--- config.mk ---
export PLATFORM = sky130hd
export DESIGN_NAME = adc_sync_sequencer
export DESIGN_NICKNAME = d
export VERILOG_FILES = /design/src/rtl/adc_seq_pkg.sv /design/src/rtl/adc_sync_edge.sv /design/src/rtl/adc_cmd_decode.sv /design/src/rtl/adc_seq_fsm.sv /design/src/rtl/adc_sync_sequencer.sv
export SDC_FILE = /design/constraint.sdc
export NUM_CORES = 1
export LEC_CHECK = 0
export ABC_AREA = 1
export BUFFER_PORTS_ARGS = -buffer_cell sky130_fd_sc_hd__buf_2
export CORE_ASPECT_RATIO = 1.4
export CORE_MARGIN = 5
export CORE_UTILIZATION = 47
export DETAILED_ROUTE_END_ITERATION = 7
export PLACE_DENSITY = 0.87
export SYNTH_ARGS = -nofsm -noshare
export SYNTH_HDL_FRONTEND = slang
export SYNTH_SLANG_ARGS = --single-unit
--- constraint.sdc ---
create_clock -name clk -period 1.9 [get_ports clk]
set_clock_uncertainty 0.05 [all_clocks]
set_input_delay 0 -clock clk [delete_from_list [all_inputs] [get_ports clk]]
set_output_delay 0 -clock clk [all_outputs]
set_load 0.1 [all_outputs]
--- src/rtl/adc_seq_pkg.sv ---
package adc_seq_pkg;

    localparam int ADDR_W       = 16;
    localparam int OP_W         = 2;
    localparam int MOD_W        = 4;
    localparam int SYNC_MOD_BIT = 3;
    localparam logic [ADDR_W-1:0] CAL_ADDR = 16'h13E8;

    typedef enum logic [OP_W-1:0] {
        OP_NOP       = 2'b00,
        OP_WRITE     = 2'b01,
        OP_INIT_READ = 2'b10,
        OP_RSVD      = 2'b11
    } op_e;

    typedef enum logic [2:0] {
        ST_IDLE,
        ST_READY_WAIT,
        ST_SETTLE,
        ST_CONVERT,
        ST_DONE
    } seq_state_e;

    typedef struct packed {
        logic start;
        logic ext;
        logic cal;
        logic bad_addr;
    } cmd_dec_t;

    typedef struct packed {
        logic [ADDR_W-1:0] addr;
        logic              cal;
    } sel_t;

    function automatic logic is_conv_op(input logic [OP_W-1:0] op);
        return (op == OP_WRITE) || (op == OP_INIT_READ);
    endfunction

    function automatic int unsigned max_of(input int unsigned a, input int unsigned b);
        return (a > b) ? a : b;
    endfunction

endpackage

--- src/rtl/adc_sync_edge.sv ---
module adc_sync_edge #(
    parameter int STAGES = 2
) (
    input  logic clk,
    input  logic rst,
    input  logic async_in,
    output logic pulse
);
    logic [STAGES-1:0] shift_q;
    logic              last_q;

    always_ff @(posedge clk) begin
        if (rst) begin
            shift_q <= '0;
            last_q  <= 1'b0;
        end else begin
            shift_q <= {shift_q[STAGES-2:0], async_in};
            last_q  <= shift_q[STAGES-1];
        end
    end

    assign pulse = shift_q[STAGES-1] & ~last_q;
endmodule

--- src/rtl/adc_cmd_decode.sv ---
module adc_cmd_decode
    import adc_seq_pkg::*;
#(
    parameter int NUM_CH = 256
) (
    input  logic              cmd_valid,
    input  logic [OP_W-1:0]   cmd_op,
    input  logic [MOD_W-1:0]  cmd_mod,
    input  logic [ADDR_W-1:0] cmd_addr,
    output cmd_dec_t          dec
);
    localparam logic [ADDR_W:0] CH_LIMIT = (ADDR_W+1)'(NUM_CH);

    logic in_range;
    logic cal_hit;

    always_comb begin
        in_range     = {1'b0, cmd_addr} < CH_LIMIT;
        cal_hit      = (cmd_addr == CAL_ADDR);
        dec.start    = cmd_valid && is_conv_op(cmd_op);
        dec.ext      = cmd_mod[SYNC_MOD_BIT];
        dec.cal      = cal_hit;
        dec.bad_addr = !(in_range || cal_hit);
    end
endmodule

--- src/rtl/adc_seq_fsm.sv ---
module adc_seq_fsm
    import adc_seq_pkg::*;
#(
    parameter int SETTLE_CYC = 4,
    parameter int CONV_CYC   = 12,
    parameter int ERR_W      = 4
) (
    input  logic              clk,
    input  logic              rst,
    input  cmd_dec_t          dec,
    input  logic [ADDR_W-1:0] cmd_addr,
    input  logic              sync_pulse,
    output logic              ack,
    output logic              busy,
    output logic              bad_addr,
    output logic              ext_mode,
    output logic              ready,
    output logic              mux_en,
    output sel_t              sel,
    output logic              start,
    output logic              done,
    output logic [ERR_W-1:0]  err_cnt
);
    localparam int MAXC  = max_of(SETTLE_CYC, CONV_CYC);
    localparam int CNT_W = $clog2(MAXC + 1);
    localparam logic [CNT_W-1:0] SETTLE_LD = CNT_W'(SETTLE_CYC - 1);
    localparam logic [CNT_W-1:0] CONV_LD   = CNT_W'(CONV_CYC - 1);
    localparam logic [ERR_W-1:0] ERR_MAX   = '1;

    seq_state_e       state_q, state_d;
    logic [CNT_W-1:0] cnt_q, cnt_d;
    logic             start_q, start_d;
    logic             ack_q, busy_q, bad_q, ext_q;
    sel_t             sel_q;
    logic [ERR_W-1:0] err_q;
    logic             idle;
    logic             accept;

    assign idle   = (state_q == ST_IDLE);
    assign accept = idle && dec.start && !dec.bad_addr;

    always_comb begin
        state_d = state_q;
        cnt_d   = cnt_q;
        start_d = 1'b0;
        case (state_q)
            ST_IDLE: begin
                if (accept) begin
                    state_d = dec.ext ? ST_READY_WAIT : ST_SETTLE;
                    cnt_d   = SETTLE_LD;
                end
            end
            ST_READY_WAIT: begin
                if (sync_pulse) begin
                    state_d = ST_SETTLE;
                    cnt_d   = SETTLE_LD;
                end
            end
            ST_SETTLE: begin
                if (cnt_q == '0) begin
                    state_d = ST_CONVERT;
                    cnt_d   = CONV_LD;
                    start_d = 1'b1;
                end else begin
                    cnt_d = cnt_q - CNT_W'(1);
                end
            end
            ST_CONVERT: begin
                if (cnt_q == '0) begin
                    state_d = ST_DONE;
                end else begin
                    cnt_d = cnt_q - CNT_W'(1);
                end
            end
            ST_DONE:  state_d = ST_IDLE;
            default:  state_d = ST_IDLE;
        endcase
    end

    always_ff @(posedge clk) begin
        if (rst) begin
            state_q <= ST_IDLE;
            cnt_q   <= '0;
            start_q <= 1'b0;
            ack_q   <= 1'b0;
            busy_q  <= 1'b0;
            bad_q   <= 1'b0;
            ext_q   <= 1'b0;
            sel_q   <= '0;
            err_q   <= '0;
        end else begin
            state_q <= state_d;
            cnt_q   <= cnt_d;
            start_q <= start_d;
            ack_q   <= accept;
            busy_q  <= dec.start && !idle;
            bad_q   <= dec.start && idle && dec.bad_addr;
            if (accept) begin
                ext_q      <= dec.ext;
                sel_q.addr <= cmd_addr;
                sel_q.cal  <= dec.cal;
            end
            if (sync_pulse && (state_q != ST_READY_WAIT) && (err_q != ERR_MAX)) begin
                err_q <= err_q + ERR_W'(1);
            end
        end
    end

    assign ack      = ack_q;
    assign busy     = busy_q;
    assign bad_addr = bad_q;
    assign ext_mode = ext_q;
    assign ready    = (state_q == ST_READY_WAIT);
    assign mux_en   = (state_q == ST_SETTLE) || (state_q == ST_CONVERT);
    assign sel      = sel_q;
    assign start    = start_q;
    assign done     = (state_q == ST_DONE);
    assign err_cnt  = err_q;
endmodule

--- src/rtl/adc_sync_sequencer.sv ---
module adc_sync_sequencer
    import adc_seq_pkg::*;
#(
    parameter int NUM_CH      = 256,
    parameter int SETTLE_CYC  = 4,
    parameter int CONV_CYC    = 12,
    parameter int SYNC_STAGES = 2,
    parameter int ERR_W       = 4
) (
    input  logic              clk,
    input  logic              rst,
    input  logic              cmd_valid,
    input  logic [1:0]        cmd_op,
    input  logic [3:0]        cmd_mod,
    input  logic [15:0]       cmd_addr,
    output logic              cmd_ack,
    output logic              cmd_busy,
    output logic              cmd_bad_addr,
    output logic              ext_mode,
    input  logic              ext_sync_in,
    output logic              sync_ready,
    output logic              mux_enable,
    output logic [15:0]       mux_addr,
    output logic              cal_select,
    output logic              conv_start,
    output logic              res_valid,
    output logic [15:0]       res_addr,
    output logic              res_cal,
    output logic [ERR_W-1:0]  sync_err_cnt
);
    cmd_dec_t dec;
    logic     sync_pulse;
    logic     mux_en;
    logic     done;
    sel_t     sel;

    adc_cmd_decode #(.NUM_CH(NUM_CH)) u_dec (
        .cmd_valid (cmd_valid),
        .cmd_op    (cmd_op),
        .cmd_mod   (cmd_mod),
        .cmd_addr  (cmd_addr),
        .dec       (dec)
    );

    adc_sync_edge #(.STAGES(SYNC_STAGES)) u_sync (
        .clk      (clk),
        .rst      (rst),
        .async_in (ext_sync_in),
        .pulse    (sync_pulse)
    );

    adc_seq_fsm #(
        .SETTLE_CYC (SETTLE_CYC),
        .CONV_CYC   (CONV_CYC),
        .ERR_W      (ERR_W)
    ) u_fsm (
        .clk        (clk),
        .rst        (rst),
        .dec        (dec),
        .cmd_addr   (cmd_addr),
        .sync_pulse (sync_pulse),
        .ack        (cmd_ack),
        .busy       (cmd_busy),
        .bad_addr   (cmd_bad_addr),
        .ext_mode   (ext_mode),
        .ready      (sync_ready),
        .mux_en     (mux_en),
        .sel        (sel),
        .start      (conv_start),
        .done       (done),
        .err_cnt    (sync_err_cnt)
    );

    assign mux_enable = mux_en;
    assign mux_addr   = mux_en ? sel.addr : '0;
    assign cal_select = mux_en & sel.cal;
    assign res_valid  = done;
    assign res_addr   = done ? sel.addr : '0;
    assign res_cal    = done & sel.cal;
endmodule

; Yosys cells after proc, flatten, opt, wreduce, memory -nomap -nowiden
; Cells that the tools add are included.
[op_classes]
n_lt_le_gt_ge = 1
n_eq_ne = 14
mux = 14
div = 0
multipliers = 0
bitwise = 5
shift = 0
add_sub_neg = 2
n_reduce_logical = 18
[op_table]
columns = op, n
row1 = $mux 16, 2
row2 = $eq 16x13->1 const B, 1
row3 = $lt 16x9->1 const B, 1
row4 = $mux 4, 4
row5 = $pmux 4 s4, 1
row6 = $mux 3, 4
row7 = $pmux 3 s4, 1
row8 = $reduce_and 4->1, 2
row9 = $logic_and 1x1->1, 7
row10 = $eq 3x2->1 const B, 2
row11 = $ne 2x1->1 const B, 3
row12 = $add 4x1->4 const B, 1
row13 = $logic_not 4->1, 1
row14 = $ne 2x2->1 const B, 2
row15 = $ne 4x4->1 const B, 1
row16 = $reduce_bool 4->1, 1
row17 = $sub 4x1->4 const B, 1
row18 = $and 1x1->1, 3
row19 = $eq 3x1->1 const B, 1
row20 = $eq 3x3->1 const B, 1
row21 = $logic_not 3->1, 1
row22 = $logic_or 1x1->1, 3
row23 = $ne 3x1->1 const B, 1
row24 = $eq 2x1->1 const B, 1
row25 = 6 further kinds, 8
[word_totals]
ram_bits = 0
out_inout_bits = 46
elab_cells = 66
regBits = 36
in_bits = 26
mem_bits_ro = 0
latch_bits = 0
mem_count = 0

; Logic depth before layout (Yosys ltp)
[depth]
ltp_word = 7
depth_mapped = 12
depth_no_buf = 12

; Hierarchy
; From an unflattened synthesis, not the netlist that was laid out.
[unflattened]
cells_unflattened = 309
area_unflattened_um2 = 2001.9
[by_module_without_submodules]
columns = mod, cells_per_inst, seq_area_each_um2, n_inst, area_per_inst_um2
row1 = adc_seq_fsm, 197, 660.6, 1, 1485.2
row2 = adc_sync_sequencer, 72, 0.0, 1, 304.0
row3 = adc_cmd_decode, 30, 0.0, 1, 126.4
row4 = adc_sync_edge, 10, 60.1, 1, 86.3

; Least setup slack after synthesis
; Ideal clock, no wire load.
[synth_path]
kind = reg2out
from = register u_fsm.state_q[2]
to = output res_addr[10]
required_ns = 1.850
path_buffers = 1
setup_slack_ns = -1.726
arrival_time_ns = 3.576
path_stages_with_launch = 6
path_cell_list = dfxtp_1 -> inv_2 -> nor2_1 -> inv_2 -> buf_2 -> nor2_1
[synth_between]
elab_chain_cells = 2
[synth_lines]
columns = element, line_no
row1 = "start, declared", adc_seq_fsm.sv:30  ; seq_state_e state_q, state_d;
row2 = "start signal, assigned", adc_seq_fsm.sv:92  ; state_q <= state_d;
row3 = $eq 3x3->1, adc_seq_fsm.sv:117  ; assign done = (state_q == ST_DONE);
row4 = named net res_valid, adc_sync_sequencer.sv:26  ; output logic res_valid,
row5 = $mux 16, adc_sync_sequencer.sv:78  ; assign res_addr = done ? sel.addr : '0;
row6 = "end, declared", adc_sync_sequencer.sv:27  ; output logic [15:0] res_addr,
; The timed path passes the listed nets, and every way through them passes these cells.

; Worst setup path after layout
[layout_path]
from = register u_fsm.state_q[1]
to = output res_addr[12]
[layout_between]
elab_chain_cells = 2
[layout_lines]
columns = element, line_no
row1 = $eq 3x3->1, adc_seq_fsm.sv:117
row2 = $mux 16, adc_sync_sequencer.sv:78
; No other way between the ends.

==> impl_metrics.yaml <==
outcome:
  status: "completed"
floorplan:
  start_util_pct: 48.59
  coreArea_mm2: 0.003643
  die_area_mm2: 0.005112
  io_pins: 72
  die_w_um: 61.87
  num_rows: 26
  die_y_um: 82.62
min_path:
  min_path_cells: 2
  hold_path_end: "u_sync.last_q"
  hp-class: "input pin to flop"
  hp-start: "rst"
worst_setup_path:
  crit_required_ps: 1850
  arrival_ps: 1690
  reg2reg_from: "u_fsm.cnt_q[0]"
  start_kind: "flop"
  crit_path_end_kind: "primary output"
  r2r_end: "u_fsm.cnt_q[1]"
  cp_max_fo: 17
  crit_type: "flop to primary output"
  ff2ff_setup_slack_ps: 330
  rr_worst_depth: 11
detailed_routing:
  wl_um: 4497
  vias_per_cell: 4.944
  drcViolationCount: 0
  final_antenna_net_count: 0
  drtIter0Drc: 59
  firstDrtPassIters: 5
  wire_per_inst_um: 11.99
  via_count: 1854
logic_synthesis:
  synth.most_common_cell: "nor2_1"
  ys_dominant_reg_cell: "dfxtp_1"
  synth-edff-count: 0
  ys_seq_area_share_pct: 40.71
  yosys_warnings: 0
  mappedNetlistArea_mm2: 0.001770
  avgSynthCellArea_um2: 6.943
  ys_top_cells_by_area: "dfxtp_1, nor2_1, inv_1"
  yosys_register_bits: 36
  synth_cells: 255
  yosysTopAreaCell: "dfxtp_1"
  synth_common_cells: "nor2_1, inv_1, dfxtp_1, nand2_1, a21oi_1"
  synth.top_cell.area_share_pct: 40.71
  async_flop_share_pct: 0
  synth_nets: 284
  yosysUniqueCellTypes: 29
sta:
  rsz0062_at_grt: "false"
  hold_viol: 0
  max_freq_mhz: 576.3
  slew_headroom_pct: 56.84
  period_minus_slack_ps: 1735
  worstMarginPinSlew_ps: 646.7
  setup_viol: 0
  finalCritPeriodShare_pct: 91.33
  whs_ps: 5.726
  finalWorstSetupSlack_ps: 164.8
  report.final.slew_viol_count: 0
layout:
  antenna_cells: 0
  drive_gt1_share_pct: 41.74
  final_nets: 362
  finish.utilization_pct: 70.54
  area_growth_pct: 45.16
placement:
  dp_hpwl_um: 3391
  post-place-ws_ps: 377.4
  io_buffers: 68
  globalplace.congestion: 0.7981
clocking:
  clock-sinks: 36
  cts_buffer_depth: 2
  clk_latency_ps: 280
  htreeDepth: 2
  cts_made_buffers: 5
  cts.repair.resized: 0
  tritoncts: "yes"
  cts_setup_buffers: 0
  clk_pin_slew_ps: 70
  root_buffer: "clkbuf_8"
power_and_ir_drop:
  leakage_nw: 1.133
  peakVddDrop_v: 0.0007148
  power.density_mw_per_mm2: 814.9
grt:
  antenna_found_initial: 0
  grt-ovfl-total: 0
  track_usage_pct: 19.32
  grt_pass1_vias: 1821
  grt_max_degree: 26
  grt_pass1_wl_um: 7500
job:
  drv_cap: 0
==> per-layer routing <==
| metal | part of all wire [%] | GRT usage (%) | wire length (um) | up-vias |
|---|---|---|---|---|
| met4 | 2.6 | 9.554 | 117 | 0 |
| met1 | 37 | 19.31 | 1663 | 822 |
| met2 | 53 | 36.37 | 2387 | 71 |
| met3 | 7.3 | 3.733 | 328 | 14 |
| li1 | - | - | - | 947 |
| met5 | 0 | 0 | 0 | - |
==> area by class of cell <==
class | count | area [um^2]
sequential | 36 | 730.7
clock buffer | 7 | 96.34
inverter | 46 | 180.2
tap | 42 | 52.55
fill | 296 | 1074
multi-input combinational | 166 | 1070
timing repair buffer | 78 | 440.4
==> report_power, final <==
group	internal (mW)	leakage [nW]	switching [mW]	total (mW)
logic	0.204	0.789	0.474	0.678
clock network	0.322	0.0503	0.248	0.570
registers	0.804	0.294	0.0413	0.846
total	1.33	1.13	0.764	2.09
==> layout by cell type (no fill, tap or decap), types with 7 or more instances in the layout <==
cell and count:
dlygate4sd3_1 10, inv_1 39, nor3_1 7, nand3_1 7
a21oi_1 16, nor2_2 11, dfxtp_1 32, nand2_1 29
o21ai_1 9, nor2_1 27, nand4_1 7, nor2_4 31
clkbuf_8 7, buf_2 68
==> flip-flops by register name (all words and copies together), names as in the netlist <==
signal	cells
u_sync.last_q	1
u_fsm.cnt_q	4
u_fsm.bad_addr	1
u_sync.shift_q	2
u_fsm.ack	1
u_fsm.start	1
u_fsm.busy	1
u_fsm.sel	17
u_fsm.ext_mode	1
u_fsm.err_cnt	4
u_fsm.state_q	3
==> per-stage QoR <==
step	cell area (um^2)	total power, mW	TNS [ps]	instances
floorplan	2044	1.404	-2240	255
global placement	2374	1.493	0	358
detailed placement	2374	1.513	0	358
CTS	2570	2.103	0	375
global route	2570	2.204	0	375
finish	2570	2.094	0	375
==> worst max path at each step <==
stage / startpoint / end / slack, ps / depth (start not counted)
CTS: u_fsm.state_q[1] / res_addr[12] / 150 / 6
global route: u_fsm.state_q[1] / res_addr[12] / 80 / 6
finish: u_fsm.state_q[1] / res_addr[12] / 160 / 6
global placement: u_fsm.cnt_q[0] / u_fsm.cnt_q[0] / 410 / 11
detailed placement: u_fsm.cnt_q[0] / u_fsm.cnt_q[1] / 380 / 11
floorplan: u_fsm.state_q[1] / res_addr[0] / -180 / 5
==> timing repair <==
item	4_1_cts	5_1_grt
hold endpoints to repair	10	0
hold buffers	10	0
endpoints found under the setup margin	0	0
==> critical path, stage by stage (launching register included) <==
cell     delay, ps
dfxtp_4        370
nor2_4         130
inv_2           50
nor2_4         120
inv_4          150
nor2_4         130
buf_2          420
==> cell families after synthesis <==
group | share of synthesized area (%)
adders and majority gates | 2.120
and+or+nand+nor | 34.06
DFF | 40.71
AOI/OAI and AO/OA | 10.74
buffers and inverters | 11.87
xor gates and xnor gates | 0.4948
Power figures use the tool's default switching activity.
